**config.mk**
```make
export PLATFORM = sky130hd
export DESIGN_NAME = codec_ctrl_regs
export DESIGN_NICKNAME = d
export VERILOG_FILES = /design/src/rtl/codec_reg_pkg.sv /design/src/rtl/codec_addr_dec.sv /design/src/rtl/codec_mask_reg.sv /design/src/rtl/codec_vol_reg.sv /design/src/rtl/codec_ctrl_regs.sv
export SDC_FILE = /design/constraint.sdc
export NUM_CORES = 1
export LEC_CHECK = 0
export ABC_AREA = 1
export BUFFER_PORTS_ARGS = -buffer_cell sky130_fd_sc_hd__buf_2
export CAP_MARGIN = 20
export CORE_ASPECT_RATIO = 2
export CORE_UTILIZATION = 48
export DETAILED_ROUTE_END_ITERATION = 7
export PLACE_DENSITY_LB_ADDON = 0.15
export SYNTH_ARGS = -nofsm -noshare
export SYNTH_HDL_FRONTEND = slang
export SYNTH_SLANG_ARGS = --single-unit
export TNS_END_PERCENT = 20
```
**constraint.sdc**
```tcl
create_clock -name clk_i -period 1.6 [get_ports clk_i]
set_input_delay 0.4 -clock clk_i [delete_from_list [all_inputs] [get_ports clk_i]]
set_output_delay 0.4 -clock clk_i [all_outputs]
set_load 0.02 [all_outputs]
```
**src/rtl/codec_reg_pkg.sv**
```systemverilog
package codec_reg_pkg;
  localparam int DATA_W = 16;

  localparam logic [7:0] ADR_RESET  = 8'h00;
  localparam logic [7:0] ADR_MASTER = 8'h02;
  localparam logic [7:0] ADR_LINK   = 8'h74;
  localparam logic [7:0] ADR_MODE   = 8'h76;

  localparam logic [DATA_W-1:0] ID_CODE     = 16'h0090;
  localparam logic [DATA_W-1:0] MASTER_DFLT = 16'h8000;
  localparam logic [DATA_W-1:0] MODE_DFLT   = 16'h0000;
  localparam logic [DATA_W-1:0] MODE_MASK   = 16'h001F;
  localparam logic [DATA_W-1:0] LINK_DFLT   = 16'h0000;
  localparam logic [DATA_W-1:0] LINK_MASK   = 16'h00FF;

  typedef struct packed {
    logic       spread;
    logic [1:0] dmix;
    logic       follow;
    logic       split;
  } mode_t;

  typedef enum logic [2:0] {
    SEL_NONE, SEL_ID, SEL_MASTER, SEL_LINK, SEL_MODE
  } sel_e;
endpackage

```
**src/rtl/codec_addr_dec.sv**
```systemverilog
module codec_addr_dec
  import codec_reg_pkg::*;
#(
  parameter int ADDR_W = 7
) (
  input  logic [ADDR_W-1:0] addr_i,
  output sel_e              sel_o
);
  localparam logic [ADDR_W-1:0] A_ID     = ADDR_W'(ADR_RESET);
  localparam logic [ADDR_W-1:0] A_MASTER = ADDR_W'(ADR_MASTER);
  localparam logic [ADDR_W-1:0] A_LINK   = ADDR_W'(ADR_LINK);
  localparam logic [ADDR_W-1:0] A_MODE   = ADDR_W'(ADR_MODE);

  logic [ADDR_W-1:0] word_addr;
  // bit 0 dropped: odd addresses alias down
  assign word_addr = {addr_i[ADDR_W-1:1], 1'b0};

  always_comb begin
    unique case (word_addr)
      A_ID:     sel_o = SEL_ID;
      A_MASTER: sel_o = SEL_MASTER;
      A_LINK:   sel_o = SEL_LINK;
      A_MODE:   sel_o = SEL_MODE;
      default:  sel_o = SEL_NONE;
    endcase
  end
endmodule

```
**src/rtl/codec_mask_reg.sv**
```systemverilog
module codec_mask_reg #(
  parameter int              W        = 16,
  parameter logic [W-1:0]    RST_VAL  = '0,
  parameter logic [W-1:0]    MASK     = '1,
  parameter bit              SOFT_CLR = 1'b1
) (
  input  logic         clk_i,
  input  logic         rst_ni,
  input  logic         wr_i,
  input  logic         soft_rst_i,
  input  logic [W-1:0] wdata_i,
  output logic [W-1:0] q_o
);
  localparam logic [W-1:0] INIT = RST_VAL & MASK;

  logic [W-1:0] q;
  logic         soft_hit;

  generate
    if (SOFT_CLR) begin : g_soft
      assign soft_hit = soft_rst_i;
    end else begin : g_keep
      assign soft_hit = 1'b0;
    end
  endgenerate

  always_ff @(posedge clk_i or negedge rst_ni) begin
    if (!rst_ni)        q <= INIT;
    else if (wr_i)      q <= wdata_i & MASK;
    else if (soft_hit)  q <= INIT;
  end

  assign q_o = q;

  generate
    if (!SOFT_CLR) begin : g_keep_chk
      p_keep_soft_r4: assert property (@(posedge clk_i) disable iff (!rst_ni)
        (soft_rst_i && !wr_i) |=> $stable(q_o));
    end else begin : g_clr_chk
      p_clear_soft_r4: assert property (@(posedge clk_i) disable iff (!rst_ni)
        (soft_rst_i && !wr_i) |=> (q_o == INIT));
    end
  endgenerate
endmodule

```
**src/rtl/codec_vol_reg.sv**
```systemverilog
module codec_vol_reg
  import codec_reg_pkg::*;
#(
  parameter int VOL_W = 6
) (
  input  logic              clk_i,
  input  logic              rst_ni,
  input  logic              wr_i,
  input  logic              soft_rst_i,
  input  logic              split_i,
  input  logic [DATA_W-1:0] wdata_i,
  output logic [DATA_W-1:0] rd_o,
  output logic [VOL_W-1:0]  att_l_o,
  output logic [VOL_W-1:0]  att_r_o,
  output logic              mute_l_o,
  output logic              mute_r_o
);
  localparam int SAT = VOL_W - 1;
  localparam int PAD = 7 - VOL_W;
  localparam int LO  = 8;

  logic             mute_main, mute_right;
  logic [VOL_W-1:0] att_l, att_r;

  function automatic logic [VOL_W-1:0] sat_field(input logic [VOL_W-1:0] f);
    return f[SAT] ? '1 : f;
  endfunction

  always_ff @(posedge clk_i or negedge rst_ni) begin
    if (!rst_ni) begin
      mute_main  <= MASTER_DFLT[15];
      mute_right <= 1'b0;
      att_l      <= '0;
      att_r      <= '0;
    end else if (wr_i) begin
      mute_main  <= wdata_i[15];
      mute_right <= wdata_i[7] & split_i;  // dropped unless split active
      att_l      <= sat_field(wdata_i[LO+VOL_W-1:LO]);
      att_r      <= sat_field(wdata_i[VOL_W-1:0]);
    end else if (soft_rst_i) begin
      mute_main  <= MASTER_DFLT[15];
      mute_right <= 1'b0;
      att_l      <= '0;
      att_r      <= '0;
    end
  end

  logic right_eff;
  assign right_eff = mute_right & split_i;

  assign rd_o     = {mute_main, {PAD{1'b0}}, att_l, right_eff, {PAD{1'b0}}, att_r};
  assign att_l_o  = att_l;
  assign att_r_o  = att_r;
  assign mute_l_o = mute_main;
  assign mute_r_o = split_i ? right_eff : mute_main;

  p_sat_left_r5: assert property (@(posedge clk_i) disable iff (!rst_ni)
    (wr_i && wdata_i[LO+SAT]) |=> (att_l_o == '1));
  p_sat_right_r5: assert property (@(posedge clk_i) disable iff (!rst_ni)
    (wr_i && wdata_i[SAT]) |=> (att_r_o == '1));
  p_soft_dflt_r4: assert property (@(posedge clk_i) disable iff (!rst_ni)
    (soft_rst_i && !wr_i) |=> (rd_o == MASTER_DFLT));
  p_rmute_drop_r6: assert property (@(posedge clk_i) disable iff (!rst_ni)
    (wr_i && !split_i) |=> !rd_o[7]);
endmodule

```
**src/rtl/codec_ctrl_regs.sv**
```systemverilog
module codec_ctrl_regs
  import codec_reg_pkg::*;
#(
  parameter int ADDR_W = 7,
  parameter int VOL_W  = 6,
  parameter int LINK_W = 8
) (
  input  logic              clk_i,
  input  logic              rst_ni,
  input  logic [ADDR_W-1:0] addr_i,
  input  logic [15:0]       wdata_i,
  input  logic              we_i,
  input  logic              re_i,
  output logic [15:0]       rdata_o,
  output logic [VOL_W-1:0]  att_l_o,
  output logic [VOL_W-1:0]  att_r_o,
  output logic              mute_l_o,
  output logic              mute_r_o,
  output logic [VOL_W-1:0]  ctr_att_o,
  output logic              ctr_mute_o,
  output logic [VOL_W-1:0]  lfe_att_o,
  output logic              lfe_mute_o,
  output logic [1:0]        dmix_o,
  output logic              spread_o,
  output logic [LINK_W-1:0] link_cfg_o
);
  localparam int MODE_W = $bits(mode_t);

  sel_e              sel;
  logic              soft_rst;
  logic [DATA_W-1:0] master_rd, mode_q, link_q, rd_mux;
  mode_t             mode;

  codec_addr_dec #(.ADDR_W(ADDR_W)) u_dec (
    .addr_i (addr_i),
    .sel_o  (sel)
  );

  assign soft_rst = we_i && (sel == SEL_ID);

  codec_mask_reg #(
    .W(DATA_W), .RST_VAL(MODE_DFLT), .MASK(MODE_MASK), .SOFT_CLR(1'b1)
  ) u_mode (
    .clk_i      (clk_i),
    .rst_ni     (rst_ni),
    .wr_i       (we_i && (sel == SEL_MODE)),
    .soft_rst_i (soft_rst),
    .wdata_i    (wdata_i),
    .q_o        (mode_q)
  );

  codec_mask_reg #(
    .W(DATA_W), .RST_VAL(LINK_DFLT), .MASK(LINK_MASK), .SOFT_CLR(1'b0)
  ) u_link (
    .clk_i      (clk_i),
    .rst_ni     (rst_ni),
    .wr_i       (we_i && (sel == SEL_LINK)),
    .soft_rst_i (soft_rst),
    .wdata_i    (wdata_i),
    .q_o        (link_q)
  );

  assign mode = mode_t'(mode_q[MODE_W-1:0]);

  codec_vol_reg #(.VOL_W(VOL_W)) u_master (
    .clk_i      (clk_i),
    .rst_ni     (rst_ni),
    .wr_i       (we_i && (sel == SEL_MASTER)),
    .soft_rst_i (soft_rst),
    .split_i    (mode.split),
    .wdata_i    (wdata_i),
    .rd_o       (master_rd),
    .att_l_o    (att_l_o),
    .att_r_o    (att_r_o),
    .mute_l_o   (mute_l_o),
    .mute_r_o   (mute_r_o)
  );

  // center/LFE attenuators track master only in follow mode
  assign ctr_att_o  = mode.follow ? att_l_o  : '0;
  assign ctr_mute_o = mode.follow & mute_l_o;
  assign lfe_att_o  = mode.follow ? att_r_o  : '0;
  assign lfe_mute_o = mode.follow & mute_r_o;
  assign dmix_o     = mode.dmix;
  assign spread_o   = mode.spread;
  assign link_cfg_o = link_q[LINK_W-1:0];

  always_comb begin
    unique case (sel)
      SEL_ID:     rd_mux = ID_CODE;
      SEL_MASTER: rd_mux = master_rd;
      SEL_LINK:   rd_mux = link_q;
      SEL_MODE:   rd_mux = mode_q;
      default:    rd_mux = '0;
    endcase
  end

  always_ff @(posedge clk_i or negedge rst_ni) begin
    if (!rst_ni)   rdata_o <= '0;
    else if (re_i) rdata_o <= rd_mux;
  end

  p_rd_hold_r11: assert property (@(posedge clk_i) disable iff (!rst_ni)
    !re_i |=> $stable(rdata_o));
  p_unimpl_zero_r10: assert property (@(posedge clk_i) disable iff (!rst_ni)
    (re_i && sel == SEL_NONE) |=> (rdata_o == '0));
  p_id_read_r3: assert property (@(posedge clk_i) disable iff (!rst_ni)
    (re_i && sel == SEL_ID) |=> (rdata_o == ID_CODE));
  p_mute_both_r6: assert property (@(posedge clk_i) disable iff (!rst_ni)
    (we_i && sel == SEL_MASTER && wdata_i[15] && !mode.split) |=> (mute_l_o && mute_r_o));
  p_follow_r8: assert property (@(posedge clk_i) disable iff (!rst_ni)
    (we_i && sel == SEL_MODE && wdata_i[1]) |=> (ctr_att_o == att_l_o && lfe_att_o == att_r_o));
endmodule

```
==> flow_metrics.env <==
export IMPL_status="finished, violations left"
export IMPL_violations="negative setup slack"
export IMPL_cts_sinks=42
export IMPL_ant_nets=0
export IMPL_syn_mean_instance_area_um2=7.749
export IMPL_die_y_um=94.33
export IMPL_dr_pass1_iters=4
export IMPL_grt_remaining_overflow=0
export IMPL_seq_area_frac_synth_pct=51.44
export IMPL_yosys_area_top_type="dfrtp_1"
export IMPL_internal_power_mw=1.726
export IMPL_worst_slack_ns=-0.1737
export IMPL_vias_per_cell=5.090
export IMPL_sequentialPowerShare_pct=50.4
export IMPL_final_nets=374
export IMPL_drcViolationCount=0
export IMPL_p_leak_nw=1.654
export IMPL_initial_utilization_pct=50.05
export IMPL_root_buffer="clkbuf_8"
export IMPL_synth_edff_count=0
export IMPL_rsz0062_at_grt="yes"
export IMPL_cts_setup_buffers=0
export IMPL_cts_buffers=5
export IMPL_setup_viol=2
export IMPL_rr_endpoint="rdata_o[7]"
export IMPL_maxCapViolations=0
export IMPL_wl_per_cell_um=13.31
export IMPL_period_needed_ns=1.774
export IMPL_slew_violations=0
export IMPL_critPathMaxFanout=2
export IMPL_grt_pass1_wl_mm=8.148
export IMPL_synth_cells=264
export IMPL_syn_to_final_growth_pct=30.83
export IMPL_core_mm2=0.004088
export IMPL_rows=33
export IMPL_synthTopCellsByArea="dfrtp_1, nand2_1, nand3_1, inv_1, o21ai_0"
export IMPL_drive_gt1_share_pct=32.47
export IMPL_hold_violations=0
export IMPL_clk_latency_ns=0.29
export IMPL_fill_cells=378
export IMPL_clockBufferDepth=2
export IMPL_netlist_area_mm2=0.002046
export IMPL_antenna_found_initial=0
export IMPL_pwr_density_cell_mw_per_mm2=948.3
export IMPL_crit_type="flip-flop to output pin"
export IMPL_htree_num_levels=2
export IMPL_grt_max_degree=27
export IMPL_synth_most_common_cell="nand2_1"
export IMPL_min_path_type="input port to asynchronous set/reset pin"
export IMPL_combPwrFrac_pct=22.3
export IMPL_cp_end_kind="output pin"
export IMPL_async_flop_share_pct=100.0
export IMPL_regToRegSetupSlack_ns=0.61
export IMPL_n_antenna_cell=0
export IMPL_worstReg2RegStart="u_mode.q_o[0]"
export IMPL_syn_nets=291
export IMPL_reg2regPathDepth=6
export IMPL_critPathLaunchType="flip-flop"
export IMPL_first_iter_violations=83
export IMPL_ys_seq_elements=42
export IMPL_pwr_share_clk_pct=27.2
export IMPL_path_clk_slew_ns=0.07
export IMPL_globalplace_congestion=0.8964
export IMPL_cp_arrival_ns=1.37
export IMPL_die_w_um=48.16
export IMPL_synth_cell_type_count=22
export IMPL_grt_pass1_vias=1828
export IMPL_final_util_pct=65.47
export IMPL_vias=2036
export IMPL_netlist_top_cells_count="nand2_1, dfrtp_1, nand3_1"
export IMPL_min_period_over_period_pct=110.9
export IMPL_track_usage_pct=25.65
export IMPL_totalWireLength_mm=5.322
export IMPL_dp_hpwl_mm=4.125
export IMPL_yosysTopAreaCellShare_pct=50.15
export IMPL_cp_required_ns=1.20
export IMPL_synthFlopType="dfrtp_1"
export IMPL_power_total_mw=2.538
export IMPL_cts_tree="built"
export IMPL_ys_warn_count=0
export IMPL_fmax_ghz=0.5638
export IMPL_ir_drop_v=0.001024
export IMPL_power_share_switching_pct=31.99
export IMPL_finalSetupTns_ns=-0.2693
export IMPL_finClkSkew_ns=0.003309
export IMPL_design_die_area_mm2=0.004543
export IMPL_p_sw_mw=0.8120
export IMPL_ioPinCount=82
export IMPL_io_buffers=78
==> area by class of cell <==
class / count / area, um2 / share of cell area (%)
clock buffer: 7 / 86.33 / 3.226
clock inverter: 1 / 5.005 / 0.1870
inverter: 27 / 101.3 / 3.787
multi-input combinational: 185 / 839.6 / 31.37
sequential: 42 / 1054 / 39.36
tap: 52 / 65.06 / 2.431
timing repair buffer: 86 / 525.5 / 19.64
==> cell usage in the layout, fill, tap and decap left out <==
| cell | netlist | layout |
|---|---|---|
| nor2_4 | 3 | 3 |
| clkinv_2 | 0 | 1 |
| inv_1 | 21 | 20 |
| nor2_2 | 4 | 4 |
| nand4_1 | 2 | 2 |
| nand3_4 | 1 | 1 |
| buf_6 | 1 | 2 |
| o21ai_0 | 15 | 15 |
| clkbuf_1 | 3 | 1 |
| buf_2 | 2 | 66 |
| nand2_1 | 110 | 110 |
| dfrtp_1 | 41 | 40 |
| nand3_1 | 33 | 33 |
| o21ai_1 | 12 | 12 |
| inv_2 | 6 | 7 |
| dfstp_2 | 1 | 1 |
| buf_12 | 0 | 3 |
| nand2_2 | 1 | 1 |
| buf_4 | 3 | 15 |
| o31ai_1 | 1 | 1 |
| conb_1 | 1 | 1 |
| or2_4 | 0 | 1 |
| dfrtp_2 | 0 | 1 |
| clkbuf_8 | 0 | 6 |
| a21boi_2 | 0 | 1 |
==> stage by stage <==
step / setup WS (ns) / instance area, um2 / hold WS, ns / instances
final: -0.1737 / 2676 / 0.03174 / 400
after CTS: -0.1991 / 2650 / 0.03600 / 400
after detailed placement: 0.06116 / 2544 / 0.3537 / 392
after global placement: 0.07340 / 2544 / 0.3524 / 392
after floorplan: 0.01746 / 2049 / 0.1044 / 264
after global routing: -0.2185 / 2676 / 0.04792 / 400
==> flip-flops by register name, indices dropped and copies added (netlist names) <==
signal / flops
rdata_o: 15
u_link.q_o: 8
u_master.att_l_o: 6
u_master.att_r_o: 6
u_mode.q_o: 5
u_master.mute_l_o: 1
u_master.mute_right: 1
==> power by group through the flow <==
stage,Clock (mW),Combinational [mW],Sequential (mW)
2_1_floorplan,0,0.208,1.38
3_3_place_gp,0,0.535,1.29
3_5_place_dp,0,0.545,1.30
4_1_cts,0.705,0.565,1.28
5_1_grt,0.748,0.625,1.29
6_report,0.691,0.567,1.28
==> cell families after synthesis <==
kind of cell	share of synthesized area (%)
simple gates	33.21
flops	51.44
buf+inv	7.829
compound gates	7.340
other cells	0.1833
==> worst max-delay path, cell delays in order (launching register included) <==
cell	delay [ns]
dfstp_2	0.54
inv_2	0.04
or2_4	0.23
a21boi_2	0.12
buf_4	0.15
==> per-layer routing <==
metal | track usage (%) | share of wire, %
met1 | 27.16 | 37
met4 | 15.28 | 4.4
met2 | 43.11 | 55
met3 | 5.192 | 4.4
met5 | 0 | 0
==> worst max-delay path by stage <==
| stage | cells past startpoint | to | startpoint | slack (ns) |
|---|---|---|---|---|
| 6_report | 4 | lfe_mute_o | u_master.mute_l_o | -0.17 |
| 2_1_floorplan | 3 | lfe_mute_o | u_master.mute_l_o | 0.02 |
| 5_1_grt | 4 | lfe_mute_o | u_master.mute_l_o | -0.22 |
| 4_1_cts | 4 | lfe_mute_o | u_master.mute_l_o | -0.20 |
| 3_5_place_dp | 4 | lfe_mute_o | u_master.mute_l_o | 0.06 |
| 3_3_place_gp | 4 | lfe_mute_o | u_master.mute_l_o | 0.07 |
==> repair_timing <==
item                                    in CTS  in global routing
hold buffers                                 0                  0
endpoints found under the setup margin      15                 12
gates resized for setup                      7                 10
gates cloned                                 0                  0
endpoints found under the hold margin        0                  0
pin swaps                                    1                  1
Power figures use the tool's default switching activity.
